===== config.mk =====
export PLATFORM = sky130hd
export DESIGN_NAME = tx2d_seq
export DESIGN_NICKNAME = d
export VERILOG_FILES = /design/src/rtl/tx2d_pkg.sv /design/src/rtl/tx2d_prog.sv /design/src/rtl/tx2d_ctl.sv /design/src/rtl/tx2d_seq.sv
export SDC_FILE = /design/constraint.sdc
export NUM_CORES = 1
export LEC_CHECK = 0
export BUFFER_PORTS_ARGS = -buffer_cell sky130_fd_sc_hd__buf_2
export CAP_MARGIN = 40
export CORE_MARGIN = 2
export CORE_UTILIZATION = 43
export DETAILED_ROUTE_END_ITERATION = 10
export PLACE_DENSITY = 0.74
export SYNTH_ARGS = -nofsm -noshare
export SYNTH_HDL_FRONTEND = slang
export SYNTH_SLANG_ARGS = --single-unit

===== constraint.sdc =====
create_clock -name clk -period 1.4 [get_ports clk]
set_clock_uncertainty 0.05 [all_clocks]
set_input_delay 0.28 -clock clk [delete_from_list [all_inputs] [get_ports clk]]
set_output_delay 0.28 -clock clk [all_outputs]
set_load 0.02 [all_outputs]

===== src/rtl/tx2d_pkg.sv =====
package tx2d_pkg;

  typedef enum logic [2:0] {
    ST_IDLE  = 3'd0,
    ST_START = 3'd1,
    ST_LOAD  = 3'd2,
    ST_UNLD  = 3'd3,
    ST_STORE = 3'd4
  } seq_st_e;

  typedef struct packed {
    logic img_act;
    logic xp_act;
  } bank_t;

  // Pass 0 reads the image and writes the transpose RAM; pass 1 swaps them.
  function automatic bank_t pick_bank(input logic pass, input logic rd, input logic wr);
    bank_t b;
    b.img_act = pass ? wr : rd;
    b.xp_act  = pass ? rd : wr;
    return b;
  endfunction

  // Store address: engine index becomes the row, current row becomes the column.
  function automatic logic [15:0] xpose_pack(input logic [7:0] idx, input logic [7:0] row);
    return {idx, row};
  endfunction

endpackage


===== src/rtl/tx2d_prog.sv =====
module tx2d_prog #(
  parameter int N    = 8,
  parameter int NIMG = 2,
  localparam int LG  = $clog2(N),
  localparam int IW  = (NIMG > 1) ? $clog2(NIMG) : 1
) (
  input  logic          clk,
  input  logic          rst,
  input  logic          clr,
  input  logic          adv,
  output logic [LG-1:0] row,
  output logic          pass,
  output logic [IW-1:0] img,
  output logic          last_row,
  output logic          last_unit
);
  localparam logic [LG-1:0] ROW_LAST = LG'(N - 1);
  localparam logic [IW-1:0] IMG_LAST = IW'(NIMG - 1);

  assign last_row  = (row == ROW_LAST);
  assign last_unit = last_row && pass && (img == IMG_LAST);

  always_ff @(posedge clk) begin
    if (rst || clr) begin
      row  <= '0;
      pass <= 1'b0;
      img  <= '0;
    end else if (adv) begin
      row <= last_row ? '0 : row + 1'b1;
      if (last_row) begin
        pass <= ~pass;
        if (pass) img <= (img == IMG_LAST) ? '0 : img + 1'b1;
      end
    end
  end

  assert_row_wrap_R7: assert property (@(posedge clk) disable iff (rst)
    (adv && !clr && last_row) |=> (row == '0))
    else $error("row did not wrap");

  assert_pass_flip_R7: assert property (@(posedge clk) disable iff (rst)
    (adv && !clr && last_row) |=> (pass != $past(pass)))
    else $error("pass did not change");

endmodule


===== src/rtl/tx2d_ctl.sv =====
module tx2d_ctl
  import tx2d_pkg::*;
#(
  parameter int N   = 8,
  localparam int LG = $clog2(N),
  localparam int CW = LG + 1
) (
  input  logic          clk,
  input  logic          rst,
  input  logic          go,
  input  logic          eng_rfd,
  input  logic          eng_edone,
  input  logic          eng_dv,
  input  logic [LG-1:0] eng_idx,
  input  logic          last_unit,
  output seq_st_e       st,
  output logic [LG-1:0] rd_col,
  output logic          accept,
  output logic          rd_fire,
  output logic          wr_fire,
  output logic          row_end,
  output logic          run_end
);
  localparam logic [CW-1:0] CNT_FULL = CW'(N);
  localparam logic [LG-1:0] IDX_LAST = LG'(N - 1);

  seq_st_e       nxt;
  logic [CW-1:0] cnt;

  assign accept  = (st == ST_IDLE) && go;
  assign rd_fire = (st == ST_LOAD) && eng_rfd && (cnt < CNT_FULL);
  assign wr_fire = (st == ST_STORE) && eng_dv;
  assign row_end = wr_fire && (eng_idx == IDX_LAST);
  assign run_end = row_end && last_unit;
  assign rd_col  = cnt[LG-1:0];

  always_comb begin
    nxt = st;
    case (st)
      ST_IDLE:  if (go) nxt = ST_START;
      ST_START: nxt = ST_LOAD;
      ST_LOAD:  if (eng_edone) nxt = ST_UNLD;
      ST_UNLD:  nxt = ST_STORE;
      ST_STORE: if (row_end) nxt = last_unit ? ST_IDLE : ST_START;
      default:  nxt = ST_IDLE;
    endcase
  end

  always_ff @(posedge clk) begin
    if (rst) begin
      st  <= ST_IDLE;
      cnt <= '0;
    end else begin
      st <= nxt;
      if (st == ST_START) cnt <= '0;
      else if (rd_fire)   cnt <= cnt + 1'b1;
    end
  end

  assert_read_needs_rfd_R3: assert property (@(posedge clk) disable iff (rst)
    rd_fire |-> eng_rfd)
    else $error("read without ready");

  assert_read_bound_R3: assert property (@(posedge clk) disable iff (rst)
    (st == ST_LOAD) |-> (cnt <= CNT_FULL))
    else $error("read count overrun");

  assert_start_one_cycle_R2: assert property (@(posedge clk) disable iff (rst)
    (st == ST_START) |=> (st == ST_LOAD))
    else $error("start held");

  assert_unload_after_edone_R4: assert property (@(posedge clk) disable iff (rst)
    (st == ST_LOAD && eng_edone) |=> (st == ST_UNLD))
    else $error("no unload after early-done");

  assert_go_ignored_R10: assert property (@(posedge clk) disable iff (rst)
    (st != ST_IDLE && st != ST_STORE) |=> (st != ST_IDLE))
    else $error("run left early");

endmodule


===== src/rtl/tx2d_seq.sv =====
module tx2d_seq
  import tx2d_pkg::*;
#(
  parameter int N           = 8,
  parameter int NIMG        = 2,
  parameter int SCALE_SCHED = 'h16,
  localparam int LG         = $clog2(N),
  localparam int IW         = (NIMG > 1) ? $clog2(NIMG) : 1,
  localparam int SCW        = 2 * LG
) (
  input  logic            clk,
  input  logic            rst,
  input  logic            go,
  input  logic            dir,
  output logic            eng_start,
  output logic            eng_unload,
  output logic            eng_fwd,
  output logic            eng_rst,
  output logic [SCW-1:0]  eng_scale,
  input  logic            eng_rfd,
  input  logic            eng_edone,
  input  logic            eng_dv,
  input  logic [LG-1:0]   eng_idx,
  output logic [NIMG-1:0] img_en_n,
  output logic            xp_en_n,
  output logic            wr_n,
  output logic [LG-1:0]   row_addr,
  output logic [LG-1:0]   col_addr,
  output logic            done
);
  seq_st_e       st;
  logic [LG-1:0] rd_col;
  logic          accept, rd_fire, wr_fire, row_end, run_end;
  logic [LG-1:0] row;
  logic          pass;
  logic [IW-1:0] img;
  logic          last_row, last_unit;
  logic          dir_q, done_q;
  bank_t         bank;
  logic          idle_now;

  tx2d_ctl #(.N(N)) u_ctl (
    .clk(clk), .rst(rst), .go(go), .eng_rfd(eng_rfd), .eng_edone(eng_edone),
    .eng_dv(eng_dv), .eng_idx(eng_idx), .last_unit(last_unit), .st(st),
    .rd_col(rd_col), .accept(accept), .rd_fire(rd_fire), .wr_fire(wr_fire),
    .row_end(row_end), .run_end(run_end)
  );

  tx2d_prog #(.N(N), .NIMG(NIMG)) u_prog (
    .clk(clk), .rst(rst), .clr(accept), .adv(row_end), .row(row), .pass(pass),
    .img(img), .last_row(last_row), .last_unit(last_unit)
  );

  always_ff @(posedge clk) begin
    if (rst) begin
      dir_q  <= 1'b0;
      done_q <= 1'b0;
    end else begin
      if (accept) dir_q <= dir;
      done_q <= run_end;
    end
  end

  assign idle_now   = (st == ST_IDLE);
  assign eng_start  = (st == ST_START);
  assign eng_unload = (st == ST_UNLD);
  assign eng_rst    = idle_now;
  assign eng_fwd    = !idle_now && dir_q;
  assign eng_scale  = idle_now ? '0 : SCW'(SCALE_SCHED);
  assign done       = done_q;

  assign bank    = pick_bank(pass, rd_fire, wr_fire);
  assign xp_en_n = ~bank.xp_act;
  assign wr_n    = ~wr_fire;

  for (genvar b = 0; b < NIMG; b++) begin : g_bank
    assign img_en_n[b] = ~(bank.img_act && (img == IW'(b)));
  end

  logic [15:0] st_addr;
  assign st_addr  = xpose_pack(8'(eng_idx), 8'(row));
  assign row_addr = wr_fire ? st_addr[8+LG-1:8] : row;
  assign col_addr = wr_fire ? st_addr[LG-1:0]   : rd_col;

  assert_one_bank_R6: assert property (@(posedge clk) disable iff (rst)
    $countones({~img_en_n, ~xp_en_n}) <= 1)
    else $error("two banks enabled");

  assert_write_has_bank_R5: assert property (@(posedge clk) disable iff (rst)
    !wr_n |-> ($countones({~img_en_n, ~xp_en_n}) == 1))
    else $error("write without bank");

  assert_done_pulse_R9: assert property (@(posedge clk) disable iff (rst)
    done |=> !done)
    else $error("done longer than one cycle");

  assert_dir_held_R8: assert property (@(posedge clk) disable iff (rst)
    (!idle_now && !$past(idle_now)) |-> $stable(eng_fwd))
    else $error("direction changed mid-run");

  assert_idle_quiet_R1: assert property (@(posedge clk) disable iff (rst)
    idle_now |-> (&img_en_n && xp_en_n && wr_n && !eng_unload))
    else $error("idle not quiet");

endmodule


# Word level (Yosys, flattened, before mapping)
# Index checks and enable logic that the tools add are counted.
# op_classes
n_mux,12
reduce_logical,18
bitwise,6
n_addsub,3
n_eq_ne,9
n_lt_le_gt_ge,1
# ops
operator,count
3-bit two-way mux,6
3-bit one-hot mux with 5 select lines,1
1-bit logical AND,11
3-bit == test (second input constant),3
3-bit by 2-bit == test with 1-bit output (second input constant),2
1-bit NOT,6
3-bit AND reduction,2
5-bit two-way mux,1
4-bit by 1-bit adder with 4-bit output (second input constant),1
4-bit less-than comparator (second input constant),1
1-bit two-way mux,4
2-bit != test (second input constant),2
3-bit by 1-bit adder with 3-bit output (second input constant),1
3-bit by 1-bit == test with 1-bit output (second input constant),1
3-bit zero test,1
2-bit by 1-bit != test with 1-bit output (second input constant),1
2-bit AND reduction,1
2-bit OR reduction,1
1-bit adder (second input constant),1
1-bit zero test,1
1-bit logical OR,1
# word_totals
regBits,14
out_inout_bits,21
inputBits,10
word_cells,56

# Depth between registers and ports, before layout
# Gate-level depths: netlist of run 1.
# depth
depth_word,6
ltp_mapped,7

# Cells and area by module
# Synthesis of run 1 repeated with hierarchy kept, for this count alone.
# unflattened
hier_cells,98
hier_area_um2,920.9
# modules_own_cells
module,cells_per_inst,seq_area_each_um2,area_per_inst_um2,n_inst
tx2d_ctl,45,140.1,421.7,1
tx2d_seq,29,40.0,251.5,1
tx2d_prog,24,100.1,247.7,1

# Worst setup path after synthesis of run 1
# Ideal clock, no wire load.
# synth_path
path_type,reg-to-output
startpoint,register u_ctl.st[0]
endpoint,output port eng_fwd
t_arrival_ns,1.573
setup_slack_ns,-0.503
stages_incl_launch_ff,5
path_buffers,1
cell_sequence,dfxtp_1 -> buf_6 -> nor3_1 -> inv_1 -> and2_1
# synth_via
elab_chain_cells,3
# synth_lines
element,line_no,text
"start, declared",tx2d_ctl.sv:16,"output seq_st_e st,"
"start signal, assigned",tx2d_ctl.sv:54,st <= nxt;
3-bit zero test,tx2d_seq.sv:64,assign idle_now = (st == ST_IDLE);
named net eng_rst,tx2d_seq.sv:18,"output logic eng_rst,"
1-bit zero test,tx2d_seq.sv:68,assign eng_fwd = !idle_now && dir_q;
1-bit logical AND,tx2d_seq.sv:68,
"end, declared",tx2d_seq.sv:17,"output logic eng_fwd,"
# The timed path passes the listed nets, and every way through them passes these cells.

# Worst setup path in the final report of run 1
# layout_path
startpoint,register u_ctl.st[0]
endpoint,output port col_addr[2]
# layout_via
elab_chain_cells,3
# layout_lines
element,line_no,text
3-bit == test,tx2d_ctl.sv:32,assign wr_fire = (st == ST_STORE) && eng_dv;
1-bit logical AND,tx2d_ctl.sv:32,
3-bit two-way mux,tx2d_seq.sv:83,assign col_addr = wr_fire ? st_addr[LG-1:0] : rd_col;
"end, declared",tx2d_seq.sv:28,"output logic [LG-1:0] col_addr,"
# Every way passes these cells.

==> metrics.log, run 1 <==
[metrics] run status: complete, but fails checks
[metrics] failing checks: setup timing
[metrics] H-tree depth reported by CTS: 1
[metrics] Setup crit start kind: flop
[metrics] CP arrival: 1.48 ns
[metrics] post-synthesis async set-or-reset flop share: 0%
[metrics] count of state elements after synthesis: 14
[metrics] top cells by instance count after synthesis: sky130_fd_sc_hd__nand2_1 (20), sky130_fd_sc_hd__dfxtp_1 (14), sky130_fd_sc_hd__a21oi_1 (9)
[metrics] Starting Density: about 45%
[metrics] number of DRC markers after the initial detailed-route iteration: 34
[metrics] total iterations of the first detailed-routing run: 4
[metrics] post-detailed-placement half-perimeter wirelength: between 1.5 and 2 mm
[metrics] cell count of the worst reg-to-reg path: 5
[metrics] power per unit of standard cell area: about 700 nW/um2
[metrics] Final Net Count: between 150 and 200
[metrics] CP max-delay cell: sky130_fd_sc_hd__and4bb_4
[metrics] number of buffers created by CTS: 3
[metrics] maximum capacitance violations: 0
[metrics] Ant. Diodes: 0
[metrics] largest buffer count on any clock path: 2
[metrics] Peak VDD IR: 710 uV
[metrics] die outline area: 2360 um2
[metrics] all-layer global routing usage: roughly 29%
[metrics] Leakage: 0.000718 uW
[metrics] type of destination of the critical path: primary output
[metrics] max-slew violation total from the final report: 0
[metrics] post-synthesis to final-layout area growth: 94.0%
[metrics] die height: a little under 50 um
[metrics] WHS Endpoint: dir_q$_SDFFE_PP0P_
[metrics] Distinct cells, synth: 34
[metrics] maximum number of pins on one net before global-route repair: 11
[metrics] total standard cell area after synthesis: 856 um2
[metrics] wire length of the first global-routing pass: 5.13 mm
[metrics] R2R Setup Slk: -0.30 ns
[metrics] Top-Level Pins: 31
[metrics] unrepaired setup endpoints after global routing: true
[metrics] DRC violation count after routing: 0
[metrics] buffers added on ports: 27
[metrics] critical path fanouts, max: 5
[metrics] cell count of the worst hold path: 3
[metrics] most frequent cell after synthesis: sky130_fd_sc_hd__nand2_1
[metrics] ranking of synthesized cells by area: sky130_fd_sc_hd__dfxtp_1 (33%), sky130_fd_sc_hd__nand2_1 (8.8%), sky130_fd_sc_hd__a21oi_1 (5.3%)
[metrics] x dimension of the die: just under 50 um
[metrics] insertion delay to the later sink of the worst-skew pair: 0.30 ns
[metrics] Setup Slack @ Placement: -0.195 ns
[metrics] clock slew at the register clock pins of the worst setup and hold paths: 0.09 ns
[metrics] average footprint of a synthesized cell: around 7.9 um2
[metrics] critical path class: reg2out
[metrics] share of the cycle needed by the critical path after routing: 129%
[metrics] CP cell instances: and4bb_4 -> buf_12 -> inv_8 -> nand2_1 -> nand2_2 -> buf_6
[metrics] peak clock frequency supported by timing: 553 MHz
[metrics] number of warnings issued by yosys: 0
[metrics] cell taking the most area after synthesis: sky130_fd_sc_hd__dfxtp_1
[metrics] via count of the first global-routing pass: ~1100
[metrics] final critical delay including setup and external delays: 1.81 ns
[metrics] reg-to-reg startpoint: u_ctl.st[0]$_SDFFE_PP0P_
[metrics] critical path data required time: 1.07 ns
[metrics] final-report hold violation count: 0
[metrics] clock tree from TritonCTS: yes
[metrics] vias after detailed routing: 1104
[metrics] Critical Path Source: u_ctl.st[0]$_SDFFE_PP0P_
[metrics] delay of the slowest cell on the worst path: about 0.40 ns
[metrics] total power consumption of the routed design: 1170 uW
[metrics] final worst-path setup slack: -0.409 ns
[metrics] CTS Root Buffer Type: sky130_fd_sc_hd__clkbuf_4
[metrics] primary flip-flop cell chosen by synthesis mapping: sky130_fd_sc_hd__dfxtp_1
[metrics] Syn Inst Count: 109
[metrics] Hold Path Origin: dir
[metrics] # setup viols final: 28
[metrics] worst hold-check path type: in2reg
[metrics] CTS sink cnt: 14
[metrics] layout cell share with drive strength beyond 1: 72.0%
[metrics] antenna violation net count after detailed routing: 0
[metrics] total wirelength of the detailed-routed design: 3.94 mm
[metrics] R2R Path End: u_prog.pass$_SDFFE_PP0P_
[metrics] remaining global-route overflow: 0
[metrics] post-detailed-route wirelength per cell: between 20 and 25 um
[metrics] fraction of the yosys area taken by sequential cells: 32.7%
[metrics] core area: 1920 um2
[metrics] number of enable flip-flop cells after synthesis: 0
[metrics] post-synth top area share: 32.7%
[metrics] Avg Vias per Cell: 5.78
[metrics] initial antenna violation count: 0
[metrics] final weighted congestion of routability-driven global placement: 0.807
[metrics] FP Rows: 16
[worst max-delay path by stage]
stage / to / slack [ns] / cells after the start
floorplan: u_prog.pass$_SDFFE_PP0P_ / -0.14 / 6
global placement: img_en_n[0] / -0.14 / 5
detailed placement: img_en_n[0] / -0.20 / 5
CTS: img_en_n[0] / -0.38 / 5
global route: col_addr[2] / -0.44 / 6
finish: col_addr[2] / -0.41 / 6
[worst max-delay path: cells and delay by family, from the launching register on]
family / cells / cell delay (ns)
and+or+nand+nor: 3 / 0.55
DFF: 1 / 0.33
buffers and inverters: 3 / 0.30
[power breakdown]
group	switching (uW)	total (uW)	internal, uW
logic	245	493	248
registers	11.2	424	413
clock network	150	250	101
total	406	1170	761
[sequential cells by signal (all words and copies together) (netlist names)]
register     flops
dir_q            1
u_ctl.st         3
u_ctl.cnt        4
u_prog.img       1
done             1
u_prog.pass      1
u_prog.row       3
[final cells by class]
cell class,instances,area [um2]
repair inverters,1,6.26
inverters,7,33.8
well taps,27,33.8
repair buffers,58,528
multi-input cells,81,752
fillers,89,262
flip-flops and latches,14,284
clock buffers,3,22.5
[kinds of logic after synthesis]
group / synth area share, %
XOR/XNOR: 1.02
adder cells (fa/ha/maj): 4.39
flip-flops: 32.7
other: 0.438
AND/OR/NAND/NOR: 30.3
multiplexers: 2.34
buffers and inverters: 11.6
AO/OA/AOI/OAI: 17.3
[metal layers]
layer  global-route usage (%)  up-vias  routed length (um)
li1                         -      493                   -
met4                     16.2        0                 167
met2                     50.9       48                1960
met5                        0        -                   0
met3                     1.85       17                 206
met1                     33.9      546                1600
[metrics by stage]
step / TNS [ns] / cells / cell area (um2) / utilization [%] / hold WS [ns]
3_3_place_gp: -1.66 / 173 / 1180 / 61.2 / 0.422
4_1_cts: -6.61 / 185 / 1520 / 79.2 / 0.194
3_5_place_dp: -1.98 / 173 / 1180 / 61.2 / 0.456
6_report: -7.49 / 191 / 1660 / 86.4 / 0.182
2_1_floorplan: -1.32 / 111 / 960 / - / 0.302
5_1_grt: -8.54 / 191 / 1660 / 86.4 / 0.203
[placed cells by master, fill, tap and decap left out, drive strengths merged, types with 2 or more instances in the layout]
cell type / instances
a2111oi: 2
a21oi: 9
a41oi: 2
and2: 2
and3: 2
buf: 58
clkbuf: 3
conb: 3
dfxtp: 14
ha: 3
inv: 8
mux2i: 2
nand2: 20
nand3: 3
nor2: 4
nor3: 3
o21ai: 6
o31ai: 3
or4: 4
[what timing repair did]
action	CTS	global route
hold buffers	0	0
setup buffers	8	7
resized for setup	72	25
cloned	1	0
pin swaps	17	11
setup endpoints to repair	26	30
endpoints found under the hold margin	0	0
No activity file was read; power rests on OpenSTA's default activity.
==> inputs of run 2 (changes only) <==
==> constraint.sdc (replaced) <==
create_clock -name clk -period 1.4 [get_ports clk]
set_clock_uncertainty 0.05 [all_clocks]
set_input_delay 0.42 -clock clk [delete_from_list [all_inputs] [get_ports clk]]
set_output_delay 0.42 -clock clk [all_outputs]
set_load 0.02 [all_outputs]
==> run 2 against run 1 <==
The flow still finishes with violations (setup timing); maximum frequency is 5.2% lower; total power shrank 6.3%; highest routed layer unchanged; via count decreased by 10%; clock power rose by 20%; largest cell class unchanged; die area did not move; sequential share of layout area up 2.5 points; core utilization fell by 9.6 points; largest power group is now registers; worst setup slack got worse by 0.099 ns; register-to-register slack improved by 0.12 ns; global-route usage shrank 6.7 points; critical path depth shrank 1; clock-buffer cell count increased by 1.
==> metrics.log, run 2 (synthesis gave the netlist of run 1 again) <==
[metrics] peak clock frequency supported by timing: 524 MHz (-5.2%)
[metrics] worst hold-check path type: in2reg
[metrics] unrepaired setup endpoints after global routing: true
[metrics] cell count of the worst reg-to-reg path: 4 (-1)
[metrics] CP arrival: 1.44 ns (-0.04 ns)
[metrics] buffers added on ports: 27 (unchanged)
[metrics] post-detailed-route wirelength per cell: 14.4 um (-30%)
[metrics] critical path class: reg2out
[metrics] power per unit of standard cell area: 741 nW/um2 (+5.4%)
[metrics] setup_tns: -7.64 ns (-0.143 ns)
[metrics] CTS Root Buffer Type: sky130_fd_sc_hd__clkbuf_4
[metrics] clock tree from TritonCTS: yes
[metrics] cell count of the worst hold path: 2 (-1)
[metrics] CTS sink cnt: 14 (unchanged)
[metrics] final worst-path setup slack: -0.508 ns (-0.0991 ns)
[metrics] cts-stage hold buffer count: 0 (unchanged)
[metrics] Setup crit start kind: flop
[metrics] critical path data required time: 0.93 ns (-0.14 ns)
[metrics] maximum number of pins on one net before global-route repair: 18 (+7)
[metrics] Top-Level Pins: 31 (unchanged)
[metrics] insertion delay to the later sink of the worst-skew pair: 0.28 ns (-0.02 ns)
[metrics] die height: 48.6 um (unchanged)
[metrics] Peak VDD IR: 848 uV (+19%)
[metrics] Starting Density: 44.5% (unchanged)
[metrics] clock slew at the register clock pins of the worst setup and hold paths: 0.10 ns (about the same)
[metrics] commonest cells after routing, fill and taps aside: sky130_fd_sc_hd__buf_4 (25), sky130_fd_sc_hd__buf_6 (13), sky130_fd_sc_hd__buf_2 (11)
[metrics] H-tree depth reported by CTS: 1 (unchanged)
[metrics] placed cell count: 174 (+0.58%)
[metrics] final-report hold violation count: 0 (unchanged)
[metrics] biggest regs: u_ctl.cnt (4), u_ctl.st (3), u_prog.row (3)
[metrics] critical path fanouts, max: 6 (+1)
[metrics] Largest register FFs: 4 (unchanged)
[metrics] type of destination of the critical path: primary output
[metrics] largest register by flop count: u_ctl.cnt
[metrics] DRC violation count after routing: 0 (unchanged)
[metrics] number of DRC markers after the initial detailed-route iteration: 12 (-65%)
[metrics] share of the cycle needed by the critical path after routing: 136% (+7.1 points)
[metrics] initial antenna violation count: 0 (unchanged)
[metrics] final weighted congestion of routability-driven global placement: 0.750 (-7.1%)
[metrics] core area: 1920 um2 (unchanged)
[metrics] Critical Path Source: u_ctl.st[0]$_SDFFE_PP0P_
[metrics] largest buffer count on any clock path: 2 (unchanged)
[metrics] final standard cell count with taps included and fillers excluded: 182 (-4.7%)
[metrics] FP Rows: 16 (unchanged)
[metrics] reg-to-reg startpoint: u_ctl.st[0]$_SDFFE_PP0P_
[metrics] most common cell after layout, fill and taps aside: sky130_fd_sc_hd__buf_4
[metrics] final critical delay including setup and external delays: 1.91 ns (+0.0991 ns)
[metrics] remaining global-route overflow: 0 (unchanged)
[metrics] Hold Path Origin: rst
[metrics] layout cell share with drive strength beyond 1: 60.0% (-12 points)
[metrics] total iterations of the first detailed-routing run: 4 (unchanged)
[metrics] total power consumption of the routed design: 1090 uW (-6.3%)
[metrics] antenna violation net count after detailed routing: 0 (unchanged)
[metrics] failing checks: setup timing
[metrics] all-layer global routing usage: 21.9% (-6.7 points)
[metrics] R2R Setup Slk: -0.18 ns (+0.12 ns)
[metrics] Leakage: 0.000638 uW (-11%)
[metrics] Final Net Count: 169 (-5.6%)
[metrics] max-slew violation total from the final report: 0 (unchanged)
[metrics] post-detailed-placement half-perimeter wirelength: 1.68 mm (-11%)
[metrics] vias after detailed routing: 989 (-10%)
[metrics] x dimension of the die: 48.6 um (unchanged)
[metrics] die outline area: 2360 um2 (unchanged)
[metrics] wire length of the first global-routing pass: 4.13 mm (-20%)
[metrics] total wirelength of the detailed-routed design: 2.62 mm (-34%)
[metrics] # setup viols final: 24 (-14%)
[metrics] Fill cells: 144 (+62%)
[metrics] number of buffers created by CTS: 3 (unchanged)
[metrics] run status: complete, but fails checks
[metrics] Ant. Diodes: 0 (unchanged)
[metrics] maximum capacitance violations: 0 (unchanged)
[metrics] via count of the first global-routing pass: 956 (-11%)
[metrics] Avg Vias per Cell: 5.43 (-6.0%)
[metrics] post-synthesis to final-layout area growth: 72.4%
==> run 2: critical path, stage by stage (launching register included) <==
cell                       delay [ns]
sky130_fd_sc_hd__dfxtp_2         0.35
sky130_fd_sc_hd__and4bb_4        0.40
sky130_fd_sc_hd__buf_6           0.17
sky130_fd_sc_hd__nand2_2         0.06
sky130_fd_sc_hd__nand2_2         0.06
sky130_fd_sc_hd__buf_6           0.11
==> run 2: layer usage <==
layer / track usage, % / part of all wire (%)
met3: 4.01 / 4.8
met4: 8.10 / 2.6
met2: 39.0 / 52
met5: 0 / 0
met1: 26.1 / 41
==> run 2: through the flow <==
step | cell area (um2) | hold WS (ns) | util (%) | setup slack (ns)
2_1_floorplan | 968 | 0.405 | - | -0.253
3_3_place_gp | 1180 | 0.429 | 61.3 | -0.426
3_5_place_dp | 1180 | 0.456 | 61.3 | -0.457
4_1_cts | 1400 | 0.334 | 72.7 | -0.475
5_1_grt | 1480 | 0.315 | 76.8 | -0.559
6_report | 1480 | 0.326 | 76.8 | -0.508
==> run 2: what timing repair did <==
item | in CTS | in global routing
cloned | 0 | 0
setup endpoints to repair | 25 | 25
buffers inserted | 2 | 2
pin swaps | 14 | 6
resized for setup | 53 | 13
==> run 2: layout make-up <==
class                      instances  area (um2)  share of cell area, %
clock buffer                       4        36.3                   2.46
inverter                           7        33.8                   2.29
multi-input combinational         81         693                   47.0
sequential                        14         289                   19.6
tap                               27        33.8                   2.29
timing repair buffer              49         389                   26.4
==> run 2: worst paths after layout <==
path	end
worst max-delay path	row_addr[1]
worst min-delay path	u_ctl.st[0]$_SDFFE_PP0P_
worst max register to register	u_prog.pass$_SDFFE_PP0P_
worst min register to register	dir_q$_SDFFE_PP0P_
==> run 2: report_power, final <==
part	internal, uW	switching (uW)	total [uW]
combinational	179	187	367
clock	158	142	300
sequential	413	13.2	426
total	750	343	1090
